**src/rtl/dss_pkg.sv**
```systemverilog
package dss_pkg;

   localparam int CFG_W      = 16;
   localparam int ASR_LSB    = 0;
   localparam int ASC_LSB    = 2;
   localparam int CAO_LSB    = 4;
   localparam int RSH_LSB    = 6;
   localparam int CASW_LSB   = 11;
   localparam int SHORT_W    = 2;
   localparam int RSH_W      = 3;
   localparam int CASW_W     = 5;
   localparam int CNT_W      = CASW_W;

   typedef struct packed {
      logic [CASW_W-1:0]  casw;
      logic [RSH_W-1:0]   rsh;
      logic [SHORT_W-1:0] cao;
      logic [SHORT_W-1:0] asc;
      logic [SHORT_W-1:0] asr;
   } dram_timing_t;

   typedef enum logic [2:0] {
      ST_IDLE   = 3'd0,
      ST_RSETUP = 3'd1,
      ST_ROWHLD = 3'd2,
      ST_CSETUP = 3'd3,
      ST_CAS    = 3'd4,
      ST_RHOLD  = 3'd5,
      ST_FINISH = 3'd6
   } seq_state_e;

endpackage

```
**src/rtl/dss_cfg_decode.sv**
```systemverilog
module dss_cfg_decode
   import dss_pkg::*;
#(
   parameter bit ENFORCE_ORDER = 1'b1
) (
   input  logic [CFG_W-1:0] cfg_word,
   output dram_timing_t     timing,
   output logic             legal
);

   logic fields_nonzero;
   logic order_ok;
   logic unused_spare;

   assign timing.asr  = cfg_word[ASR_LSB  +: SHORT_W];
   assign timing.asc  = cfg_word[ASC_LSB  +: SHORT_W];
   assign timing.cao  = cfg_word[CAO_LSB  +: SHORT_W];
   assign timing.rsh  = cfg_word[RSH_LSB  +: RSH_W];
   assign timing.casw = cfg_word[CASW_LSB +: CASW_W];
   assign unused_spare = ^cfg_word[CASW_LSB-1:RSH_LSB+RSH_W];

   assign fields_nonzero = (timing.asr  != '0) && (timing.asc != '0) &&
                           (timing.cao  != '0) && (timing.rsh != '0) &&
                           (timing.casw != '0);

   generate
      if (ENFORCE_ORDER) begin : g_order
         assign order_ok = (timing.cao >= timing.asr);
      end else begin : g_no_order
         assign order_ok = 1'b1;
      end
   endgenerate

   assign legal = fields_nonzero && order_ok;

endmodule

```
**src/rtl/dss_phase_timer.sv**
```systemverilog
module dss_phase_timer #(
   parameter int CNT_W = 5
) (
   input  logic             clk,
   input  logic             rst_n,
   input  logic             load,
   input  logic [CNT_W-1:0] load_val,
   output logic             last
);

   logic [CNT_W-1:0] cnt_q;

   initial begin
      assert (CNT_W >= 2) else $error("dss_phase_timer: CNT_W too small");
   end

   always_ff @(posedge clk or negedge rst_n) begin
      if (!rst_n) begin
         cnt_q <= '0;
      end else if (load) begin
         cnt_q <= load_val;
      end else if (cnt_q != '0) begin
         cnt_q <= cnt_q - 1'b1;
      end
   end

   assign last = (cnt_q == CNT_W'(1));

endmodule

```
**src/rtl/dss_addr_path.sv**
```systemverilog
module dss_addr_path #(
   parameter int ADDR_W     = 12,
   parameter bit LATCH_ADDR = 1'b1
) (
   input  logic              clk,
   input  logic              rst_n,
   input  logic              capture,
   input  logic              sel_col,
   input  logic [ADDR_W-1:0] row_in,
   input  logic [ADDR_W-1:0] col_in,
   output logic [ADDR_W-1:0] addr_out
);

   logic [ADDR_W-1:0] row_q;
   logic [ADDR_W-1:0] col_q;

   generate
      if (LATCH_ADDR) begin : g_latched
         always_ff @(posedge clk or negedge rst_n) begin
            if (!rst_n) begin
               row_q <= '0;
               col_q <= '0;
            end else if (capture) begin
               row_q <= row_in;
               col_q <= col_in;
            end
         end
      end else begin : g_passthru
         logic unused_cap;
         assign unused_cap = capture ^ clk ^ rst_n;
         assign row_q = row_in;
         assign col_q = col_in;
      end
   endgenerate

   assign addr_out = sel_col ? col_q : row_q;

endmodule

```
**src/rtl/dram_strobe_seq.sv**
```systemverilog
module dram_strobe_seq
   import dss_pkg::*;
#(
   parameter int ADDR_W        = 12,
   parameter bit LATCH_ADDR    = 1'b1,
   parameter bit ENFORCE_ORDER = 1'b1
) (
   input  logic              clk,
   input  logic              rst_n,
   input  logic [15:0]       cfg_word,
   input  logic              req,
   input  logic              req_write,
   input  logic [ADDR_W-1:0] row_addr,
   input  logic [ADDR_W-1:0] col_addr,
   output logic [ADDR_W-1:0] addr_out,
   output logic              addr_sel_col,
   output logic              row_strobe,
   output logic              col_strobe,
   output logic              wr_en,
   output logic              done,
   output logic              busy,
   output logic              config_error
);

   initial begin
      assert (ADDR_W >= 1) else $error("dram_strobe_seq: ADDR_W must be positive");
      assert (CFG_W == 16) else $error("dram_strobe_seq: timing word must be 16 bits");
   end

   seq_state_e   state_q, state_d;
   dram_timing_t live_tm, tm_q;
   logic         cfg_legal;
   logic         accept;
   logic         step;
   logic         phase_last;
   logic [CNT_W-1:0] load_val;
   logic         wr_q;
   logic         err_q;

   dss_cfg_decode #(.ENFORCE_ORDER(ENFORCE_ORDER)) i_decode (
      .cfg_word (cfg_word),
      .timing   (live_tm),
      .legal    (cfg_legal)
   );

   dss_phase_timer #(.CNT_W(CNT_W)) i_timer (
      .clk      (clk),
      .rst_n    (rst_n),
      .load     (step),
      .load_val (load_val),
      .last     (phase_last)
   );

   assign accept = (state_q == ST_IDLE) && req && cfg_legal;

   always_comb begin
      state_d  = state_q;
      step     = 1'b0;
      load_val = '0;
      unique case (state_q)
         ST_IDLE: begin
            if (accept) begin
               state_d  = ST_RSETUP;
               step     = 1'b1;
               load_val = CNT_W'(live_tm.asr);
            end
         end
         ST_RSETUP: begin
            if (phase_last) begin
               state_d  = ST_ROWHLD;
               step     = 1'b1;
               load_val = CNT_W'(tm_q.cao);
            end
         end
         ST_ROWHLD: begin
            if (phase_last) begin
               state_d  = ST_CSETUP;
               step     = 1'b1;
               load_val = CNT_W'(tm_q.asc);
            end
         end
         ST_CSETUP: begin
            if (phase_last) begin
               state_d  = ST_CAS;
               step     = 1'b1;
               load_val = CNT_W'(tm_q.casw);
            end
         end
         ST_CAS: begin
            if (phase_last) begin
               state_d  = ST_RHOLD;
               step     = 1'b1;
               load_val = CNT_W'(tm_q.rsh);
            end
         end
         ST_RHOLD: begin
            if (phase_last) begin
               state_d = ST_FINISH;
            end
         end
         ST_FINISH: state_d = ST_IDLE;
         default:   state_d = ST_IDLE;
      endcase
   end

   always_ff @(posedge clk or negedge rst_n) begin
      if (!rst_n) begin
         state_q <= ST_IDLE;
         tm_q    <= '0;
         wr_q    <= 1'b0;
         err_q   <= 1'b0;
      end else begin
         state_q <= state_d;
         err_q   <= (state_q == ST_IDLE) && req && !cfg_legal;
         if (accept) begin
            tm_q <= live_tm;
            wr_q <= req_write;
         end
      end
   end

   dss_addr_path #(.ADDR_W(ADDR_W), .LATCH_ADDR(LATCH_ADDR)) i_addr (
      .clk      (clk),
      .rst_n    (rst_n),
      .capture  (accept),
      .sel_col  (addr_sel_col),
      .row_in   (row_addr),
      .col_in   (col_addr),
      .addr_out (addr_out)
   );

   assign row_strobe   = (state_q == ST_ROWHLD) || (state_q == ST_CSETUP) ||
                         (state_q == ST_CAS)    || (state_q == ST_RHOLD);
   assign addr_sel_col = (state_q == ST_CSETUP) || (state_q == ST_CAS) ||
                         (state_q == ST_RHOLD);
   assign col_strobe   = (state_q == ST_CAS);
   assign wr_en        = wr_q && ((state_q == ST_CSETUP) || (state_q == ST_CAS));
   assign done         = (state_q == ST_FINISH);
   assign busy         = (state_q != ST_IDLE);
   assign config_error = err_q;

endmodule

```
**config.mk**
```make
export PLATFORM = sky130hd
export DESIGN_NAME = dram_strobe_seq
export DESIGN_NICKNAME = d
export VERILOG_FILES = /design/src/rtl/dss_pkg.sv /design/src/rtl/dss_cfg_decode.sv /design/src/rtl/dss_phase_timer.sv /design/src/rtl/dss_addr_path.sv /design/src/rtl/dram_strobe_seq.sv
export SDC_FILE = /design/constraint.sdc
export NUM_CORES = 1
export LEC_CHECK = 0
export ABC_AREA = 1
export BUFFER_PORTS_ARGS = -buffer_cell sky130_fd_sc_hd__buf_2
export CAP_MARGIN = 10
export CORE_MARGIN = 8
export CORE_UTILIZATION = 48
export CTS_CLUSTER_SIZE = 24
export DETAILED_ROUTE_END_ITERATION = 12
export GPL_TIMING_DRIVEN = 0
export PLACE_DENSITY = 0.76
export SYNTH_ARGS = -nofsm -noshare
export SYNTH_HDL_FRONTEND = slang
export SYNTH_SLANG_ARGS = --single-unit
export TNS_END_PERCENT = 5
```
**constraint.sdc**
```tcl
create_clock -name clk -period 1.4 [get_ports clk]
set_clock_uncertainty 0.1 [all_clocks]
set_input_delay 0.14 -clock clk [delete_from_list [all_inputs] [get_ports clk]]
set_output_delay 0.14 -clock clk [all_outputs]
set_load 0.005 [all_outputs]
```
# After elaboration in Yosys (flattened, before gate mapping)

Index checks and enable logic that the tools add are counted.

Register bits: 46
Input port bits: 44
Output and inout bits: 19
Word-level logic and storage cells: 70

$add $sub $neg: 1
Order comparisons: 1
Eq/ne operators: 13
Multiplexer cells: 19
Reduce and logical (&&, ||, !) cells: 26

Operators with widths:

| cell                                                  | number |
|---|---|
| case mux 5 bit (5 select lines)                       | 1 |
| 2-to-1 mux 3 bit                                      | 7 |
| case mux 3 bit (6 select lines)                       | 1 |
| 2-to-1 mux 5 bit                                      | 3 |
| 2-to-1 mux 12 bit                                     | 1 |
| inequality test 2 x 1 -> 1 bit, second input constant | 5 |
| nonzero test 5 bit                                    | 2 |
| equality test 3 bit, second input constant            | 3 |
| logical AND 1 bit                                     | 9 |
| nonzero test 2 bit                                    | 4 |
| equality test 3 x 2 -> 1 bit, second input constant   | 2 |
| 2-to-1 mux 2 bit                                      | 3 |
| AND reduction 6 bit                                   | 1 |
| nonzero test 3 bit                                    | 2 |
| equality test 5 x 1 -> 1 bit, second input constant   | 1 |
| logical OR 1 bit                                      | 5 |
| subtractor 5 x 1 -> 5 bit, second input constant      | 1 |
| OR reduction 4 bit                                    | 1 |
| equality test 3 x 1 -> 1 bit, second input constant   | 1 |
| zero test 3 bit                                       | 1 |
| >= comparator 2 bit                                   | 1 |
| 2-to-1 mux 1 bit                                      | 2 |
| inequality test 2 bit, second input constant          | 1 |
| case mux 1 bit (2 select lines)                       | 1 |
| zero test 1 bit                                       | 1 |

# Logic depth before layout (Yosys ltp)

Gate-level depths: netlist of the first run.

Depth in word-level cells: 10
Mapped depth: 12

# Modules after synthesis

From an unflattened synthesis of the first run, not the netlist that was laid out.

Cell total of the unflattened synthesis: 369
Area, all modules: 2,675.1 sq um

By module, submodules not included:

| module          | times used | cells each | area an instance (sq um) | sequential area each (sq um) |
|---|---|---|---|---|
| dss_addr_path   | 1          | 141        | 1,128.6                  | 600.6 |
| dram_strobe_seq | 1          | 144        | 991.0                    | 425.4 |
| dss_phase_timer | 1          | 47         | 340.3                    | 125.1 |
| dss_cfg_decode  | 1          | 37         | 215.2                    | 0.0 |

# Least setup slack after synthesis of the first run

OpenSTA, ideal clock, no wires.

Path kind: reg-to-reg
From: register i_timer.cnt_q[0]
To: register i_timer.cnt_q[4]
Library setup time: 0.113 ns
Arrival time: 1.258 ns
Slack: -0.071 ns
Cell stages (with the launch flop): 9
Period minus slack after synthesis: 1.471 ns
Cells stage by stage: dfrtp_1 -> inv_1 -> ha_1 -> nor3b_1 -> or2_2 -> nand3_1 -> nand3_1 -> nand2_1 -> inv_1

Longest elaborated chain between the ends: 4

Ends and longest elaborated chain:

| item                                                              | RTL line              | RTL |
|---|---|---|
| start: declaration                                                | dss_phase_timer.sv:11 | `logic [CNT_W-1:0] cnt_q;` |
| start signal: assignment                                          | dss_phase_timer.sv:21 | `cnt_q <= load_val;` |
| start signal: assignment                                          | dss_phase_timer.sv:23 | `cnt_q <= cnt_q - 1'b1;` |
| branches (longest 4 deep; another with subtractor 5 x 1 -> 5 bit) | -                     |  |

Parallel ways; which one is timed is not known. The select of a mux whose other input is x is not followed.
A chain may end at the register's enable or synchronous reset.

# Final worst setup path of the first run

From: register state_q[2]
To: output addr_out[9]

Longest elaborated chain between the ends: 4

Ends and longest elaborated chain:

| item                                                                | RTL line               | RTL |
|---|---|---|
| start: declaration                                                  | dram_strobe_seq.sv:30  | `seq_state_e state_q, state_d;` |
| start signal: assignment                                            | dram_strobe_seq.sv:113 | `state_q <= state_d;` |
| equality test 3 x 2 -> 1 bit or equality test 3 bit (tied branches) | dram_strobe_seq.sv:134 | `assign addr_sel_col = (state_q == ST_CSETUP) \|\| (state_q == ST_CAS) \|\|` |
| logical OR 1 bit                                                    | dram_strobe_seq.sv:134 |  |
| logical OR 1 bit *                                                  | dram_strobe_seq.sv:134 |  |
| 2-to-1 mux 12 bit *                                                 | dss_addr_path.sv:36    | `assign addr_out = sel_col ? col_q : row_q;` |
| end: declaration                                                    | dram_strobe_seq.sv:15  | `output logic [ADDR_W-1:0] addr_out,` |

Every way passes the cells marked *; elsewhere a longest branch is shown, timed or not.

==> results.md, run 1 <==
* Status: complete, but fails checks
* Violated checks: hold timing, setup timing
* Max Cap Viol at 0
* Yosys warning total at 0
* Gate Count Post-Synth at approximately 330
* Worst Setup End Kind: primary output
* CTS H-tree depth at 2
* Clock Path Buffers at 2
* Sequential share of the synthesized area at 0.460
* CTS sink cnt at 46
* Initial antenna violation count at 0
* CTS Buf Count at 5
* Type of the worst setup path: reg2out
* Commonest cells in the netlist: nand2_1 (141), nand3_1 (52), dfrtp_1 (46)
* Die area at roughly 0.008 mm^2
* Avg WL per Cell at between 10 and 15 um
* CTS tree: done
* Pre-CTS setup slack at -0.366 ns
* Post-synth EDFFs at 0
* Total grt overflow at 0
* Top cell type's share of synthesized area at 0.460
* WP data required at approximately 1.2 ns
* Total number of vias at around 2.6k
* Period utilization at 1.27
* Relative slew slack at 0.306
* Final worst slack at -0.380 ns
* DRT Pass-1 Iters at 4
* Final setup viols at 63
* Final #Nets at just under 500
* Crit path launch type: flop
* R2R Setup Slk at -0.29 ns
* Hold/Removal Path Class: in2async
* Fmax at 0.562 GHz
* DRT iter0 DRCs at 120
* Worst EP arrival at 1.54 ns
* Hold Slack at -0.0887 ns
* Routed Antenna Nets at 0
* Fin Setup TNS at -14.32 ns
* Unrepaired setup endpoints after global routing: true
* IO buf count at 60
* DRC at 0
* Critical Path Fanout Max at 6
* Reg clk slew, reported paths at roughly 0.090 ns
* Layout cells sized above 1 at 0.268
* Die Wd at roughly 88 um
* FF/Latch Area at 0.00115 mm^2
* Chip height at around 88 um
* Max IR drop VDD at 0.948 mV
* PD cells at 1930 mW/mm^2
* Synth cell types at 26
* Syn_nets at 381
* Post-layout minimum cycle time at between 1.5 and 2 ns
* Cell accounting for the most synthesized area: dfrtp_1
* Synth-to-layout area growth at 39.4%
* Seq cells post-synth at 46
* Final hold vios at 46
* Vias per std cell at between 5 and 6
* Area of the multi-input gates at 0.00121 mm^2
* Core area at between 0.005 and 0.006 mm^2
* Diodes inserted at 0
* Final Max Tran Viols at 0
* Root Buffer Master: clkbuf_8
* Gr usage total at 0.193
* Fillcell total at approximately 440
* Top FF cell, synth: dfrtp_1
* DP HPWL at 4710 um
* Std cell rows at 26
* Post-synthesis average cell area at roughly 7.5 um^2
* Io pins at 63
* Synth Cell Area at roughly 0.0025 mm^2
* First-pass GRT wire length at 11900 um
* RePlAce Congestion at between 0.7 and 0.8
* Initial Util at 0.493
* Worst-Skew Late Latency at ~0.30 ns
* Ys async rst share at 1.00
* WL final at 7240 um
* Vias in the first global route at 2704
* Pin count of the biggest net entering global routing at 47
* Total leakage power at approximately 1.9 nW
* Worst slew pin tran at around 1.0 ns
* Synth top area cells: dfrtp_1 (46%), nand2_1 (21%), nand3_1 (10%), inv_1 (3.3%), ha_1 (2.5%)
* Top-count cell post-synth: nand2_1
## power by group
| part | switching (W) | internal, W | total [W] |
|---|---|---|---|
| sequential | 0.000437 | 0.00201 | 0.00245 |
| combinational | 0.00189 | 0.00151 | 0.00340 |
| clock | 0.000465 | 0.000400 | 0.000864 |
| total | 0.00279 | 0.00393 | 0.00671 |
## path summary, 6_finish.rpt
path                             startpoint               end  depth (start not counted)
min                                   rst_n        state_q[1]                          1
max                              state_q[2]       addr_out[9]                          7
min reg2reg                i_addr.col_q[11]  i_addr.col_q[11]                          2
max reg2reg                      state_q[1]  i_timer.cnt_q[2]                          8
max in group asynchronous             rst_n        state_q[2]                          1
min in group clk                col_addr[3]   i_addr.col_q[3]                          3
## routing by layer
metal  track usage  vias up  share of wire
met5             0        -              0
met4        0.0476        0         0.0055
met3        0.0525        5          0.063
met2         0.352       77           0.52
met1         0.215     1236           0.41
li1              -     1260              -
## worst max-delay path: stages (launching register included)
cell and delay [ns]:
dfrtp_2 0.44, buf_6 0.14, a21oi_4 0.19, inv_4 0.08
buf_6 0.14, nand2_1 0.05, nand2_1 0.06, buf_2 0.13
## registers in the layout (all words and copies together), names as in the netlist
signal,flops
i_addr.row_q,12
wr_q,1
config_error,1
tm_q,12
state_q,3
i_addr.col_q,12
i_timer.cnt_q,5
## cells by family after synthesis
group	after synthesis	share of synthesized area
and+or+nand+nor	225	0.398
DFF	46	0.460
buffers and inverters	39	0.0751
AOI/OAI and AO/OA	14	0.0305
adders and majority gates	5	0.0250
xor gates and xnor gates	3	0.0105
## what timing repair did
item	4_1_cts	5_1_grt
setup buffers	8	1
endpoints found under the hold margin	78	0
hold buffers	32	0
cloned	0	1
pin swaps	3	3
resized for setup	18	17
endpoints found under the setup margin	62	64
## layout by cell type, fill, tap and decap left out
cell type      Yosys  final
o21ai_0            2      2
nor2_2             0      1
clkinv_2           0      1
nor3b_1            1      1
ha_2               0      1
nand2_8            0      1
dfrtp_2            0      2
nand4_1            3      3
nand3_2            0      2
ha_1               5      4
nor3_2             1      1
nand2_1          141    133
a21oi_4            0      1
o21ai_1            7      7
dlygate4sd3_1      0     32
xnor2_1            2      2
or2_4              0      1
buf_2              9     62
inv_4              0      3
inv_1             22     22
nor2_4             3      3
nand3_1           52     50
nand2_2            1      9
a21boi_1           1      1
nand2_4            3      2
buf_4              2      7
clkbuf_4           0      1
dfrtp_1           46     44
buf_6              3     13
nor3_1             2      2
xor2_1             1      1
clkbuf_1           0      1
clkbuf_8           0      6
nor2_1            16     15
a21oi_1            3      3
nor2_8             1      1
## cell type report
type	instances	area share
clock inverter	1	0.00144
sequential	46	0.331
clock buffer	7	0.0248
tap	70	0.0251
multi-input combinational	247	0.349
inverter	25	0.0291
buffer	13	0.0334
timing repair buffer	102	0.207
## metrics by stage
step	power, W	hold WS (ns)	cell area (um^2)	std cells	util
floorplan	0.00440	-0.256	2510	332	-
global placement	0.00526	0.269	2900	462	0.571
detailed placement	0.00535	0.274	2900	462	0.571
CTS	0.00654	-0.0404	3430	510	0.677
global route	0.00730	0.00586	3490	511	0.687
finish	0.00671	-0.0887	3490	511	0.687
Note: power is estimated with default switching activity, not from simulation.
==> run 2, diff against run 1 <==
- RECOVER_POWER: unset -> 100
==> results.md, run 2 (synthesis gave the netlist of run 1 again) <==
* Status: complete, but fails checks
* Violated checks: hold timing, setup timing
* Clock Path Buffers at 2 (unchanged)
* Max incr delay on CP at 0.44 ns (about the same)
* Hold/Removal Path Class: in2async
* CP Depth at 7 (unchanged)
* Final setup viols at 63 (unchanged)
* Final worst slack at -0.380 ns (unchanged)
* Io pins at 63 (unchanged)
* Worst slew pin tran at 1.16 ns (+0.124 ns)
* Avg WL per Cell at 14.2 um (unchanged)
* Chip height at 88.2 um (unchanged)
* Finished Layout Cells at 511 (unchanged)
* Critical path's top delay family: buffers and inverters
* PD cells at 1930 mW/mm^2 (about the same)
* FF/Latch Area at 0.00115 mm^2 (unchanged)
* Final #Nets at 489 (unchanged)
* Most frequent cells in the layout: nand2_1 (133), buf_2 (61), nand3_1 (50)
* Fmax at 0.562 GHz (unchanged)
* Hold Slack at -0.0471 ns (+0.0417 ns)
* Post-layout minimum cycle time at 1.78 ns (unchanged)
* Final hold vios at 46 (unchanged)
* Regs by FF count: i_addr.col_q: 12 flops, i_addr.row_q: 12 flops, tm_q: 12 flops
* DRC at 0 (unchanged)
* Synth-to-layout area growth at 39.4% (unchanged)
* DRT Pass-1 Iters at 4 (unchanged)
* Max Cap Viol at 0 (unchanged)
* Worst EP arrival at 1.54 ns (about the same)
* Gr usage total at 0.193 (unchanged)
* RePlAce Congestion at 0.797 (unchanged)
* Worst Path Buf+Inv at 4 (unchanged)
* First-pass GRT wire length at 11900 um (unchanged)
* Fillcell total at 436 (unchanged)
* CTS H-tree depth at 2 (unchanged)
* Crit path launch type: flop
* DRT iter0 DRCs at 120 (unchanged)
* Critical Path Fanout Max at 6 (unchanged)
* Vias per std cell at 5.05 (unchanged)
* Root Buffer Master: clkbuf_8
* Max IR drop VDD at 0.948 mV (about the same)
* WL final at 7240 um (unchanged)
* Worst R2R Path Depth at 8 (unchanged)
* Std cell rows at 26 (unchanged)
* Placed insts at 462 (unchanged)
* Unrepaired setup endpoints after global routing: true
* Total number of vias at 2578 (unchanged)
* Die Wd at 88.2 um (unchanged)
* Area of the multi-input gates at 0.00121 mm^2 (unchanged)
* Layout cells sized above 1 at 0.268 (unchanged)
* Initial antenna violation count at 0 (unchanged)
* Die area at 0.00777 mm^2 (unchanged)
* Total grt overflow at 0 (unchanged)
* Period utilization at 1.27 (unchanged)
* Crit-path slowest cell: dfrtp_2
* CTS sink cnt at 46 (unchanged)
* Routed Antenna Nets at 0 (unchanged)
* IO buf count at 60 (unchanged)
* Initial Util at 0.493 (unchanged)
* Total leakage power at 1.95 nW (about the same)
* Relative slew slack at 0.224 (-0.0826)
* Worst-Skew Late Latency at 0.30 ns (about the same)
* R2R Setup Slk at -0.29 ns (about the same)
* Final Util at 0.687 (unchanged)
* Worst Setup End Kind: primary output
* Most common cell after layout, fill and taps aside: nand2_1
* Vias in the first global route at 2704 (unchanged)
* DP HPWL at 4710 um (unchanged)
* Diodes inserted at 0 (unchanged)
* Core area at 0.00507 mm^2 (unchanged)
* Crit-path cells: buf_6 -> a21oi_4 -> inv_4 -> buf_6 -> nand2_1 -> nand2_1 -> buf_2
* WP data required at 1.16 ns (about the same)
* Reg clk slew, reported paths at 0.09 ns (about the same)
* CTS Buf Count at 5 (unchanged)
* Type of the worst setup path: reg2out
* Pin count of the biggest net entering global routing at 47 (unchanged)
* CTS tree: done
* Total chip power at 0.00671 W (about the same)
* Final Max Tran Viols at 0 (unchanged)
## run 2: cell count changes in the layout (fill, tap and decap cells not counted), sizes merged
cell and change:
buf -1, clkbuf +1
## run 2: final timing paths
kind / from / endpoint
max: state_q[2] / addr_out[9]
min in group clk: col_addr[3] / i_addr.col_q[3]
max in group asynchronous: rst_n / state_q[2]
max reg2reg: state_q[1] / i_timer.cnt_q[2]
min: rst_n / state_q[1]
min reg2reg: i_addr.col_q[11] / i_addr.col_q[11]
## run 2: report_power, final
| group | switching, W | leakage (nW) | total, W | internal (W) |
|---|---|---|---|---|
| Sequential | 0.000437 | 0.584 | 0.00245 | 0.00201 |
| Combinational | 0.00189 | 1.32 | 0.00340 | 0.00151 |
| Clock | 0.000465 | 0.0482 | 0.000864 | 0.000400 |
## run 2: cell type report
| class | count | share of cell area |
|---|---|---|
| clock buffers | 7 | 0.0248 |
| plain buffers | 13 | 0.0334 |
| multi-input cells | 247 | 0.349 |
| repair buffers | 102 | 0.207 |
| inverters | 25 | 0.0291 |
| clock inverters | 1 | 0.00144 |
| well taps | 70 | 0.0251 |
| flip-flops and latches | 46 | 0.331 |
## run 2: repair_timing
| item | in CTS | in global routing |
|---|---|---|
| hold buffers | 32 | 0 |
| setup buffers | 8 | 1 |
| hold endpoints to repair | 78 | 0 |
| gates cloned | 0 | 1 |
| pin swaps | 3 | 3 |
| gates resized for setup | 18 | 17 |
| setup endpoints to repair | 62 | 64 |
## run 2: metal layers
metal	GRT usage	vias to the layer above	share of wire
met2	0.352	77	0.52
met4	0.0476	0	0.0055
met5	0	-	0
li1	-	1260	-
met1	0.215	1236	0.41
met3	0.0525	5	0.063
## run 2: stage by stage
step                TNS, ns  setup WS (ns)  cell area (um^2)  hold WS, ns
CTS                  -16.61         -0.377              3430      -0.0404
finish               -14.32         -0.380              3490      -0.0471
detailed placement   -16.54         -0.366              2900        0.274
floorplan           -0.0846        -0.0247              2510       -0.256
global placement     -16.05         -0.380              2900        0.269
global route         -18.93         -0.457              3490       0.0111
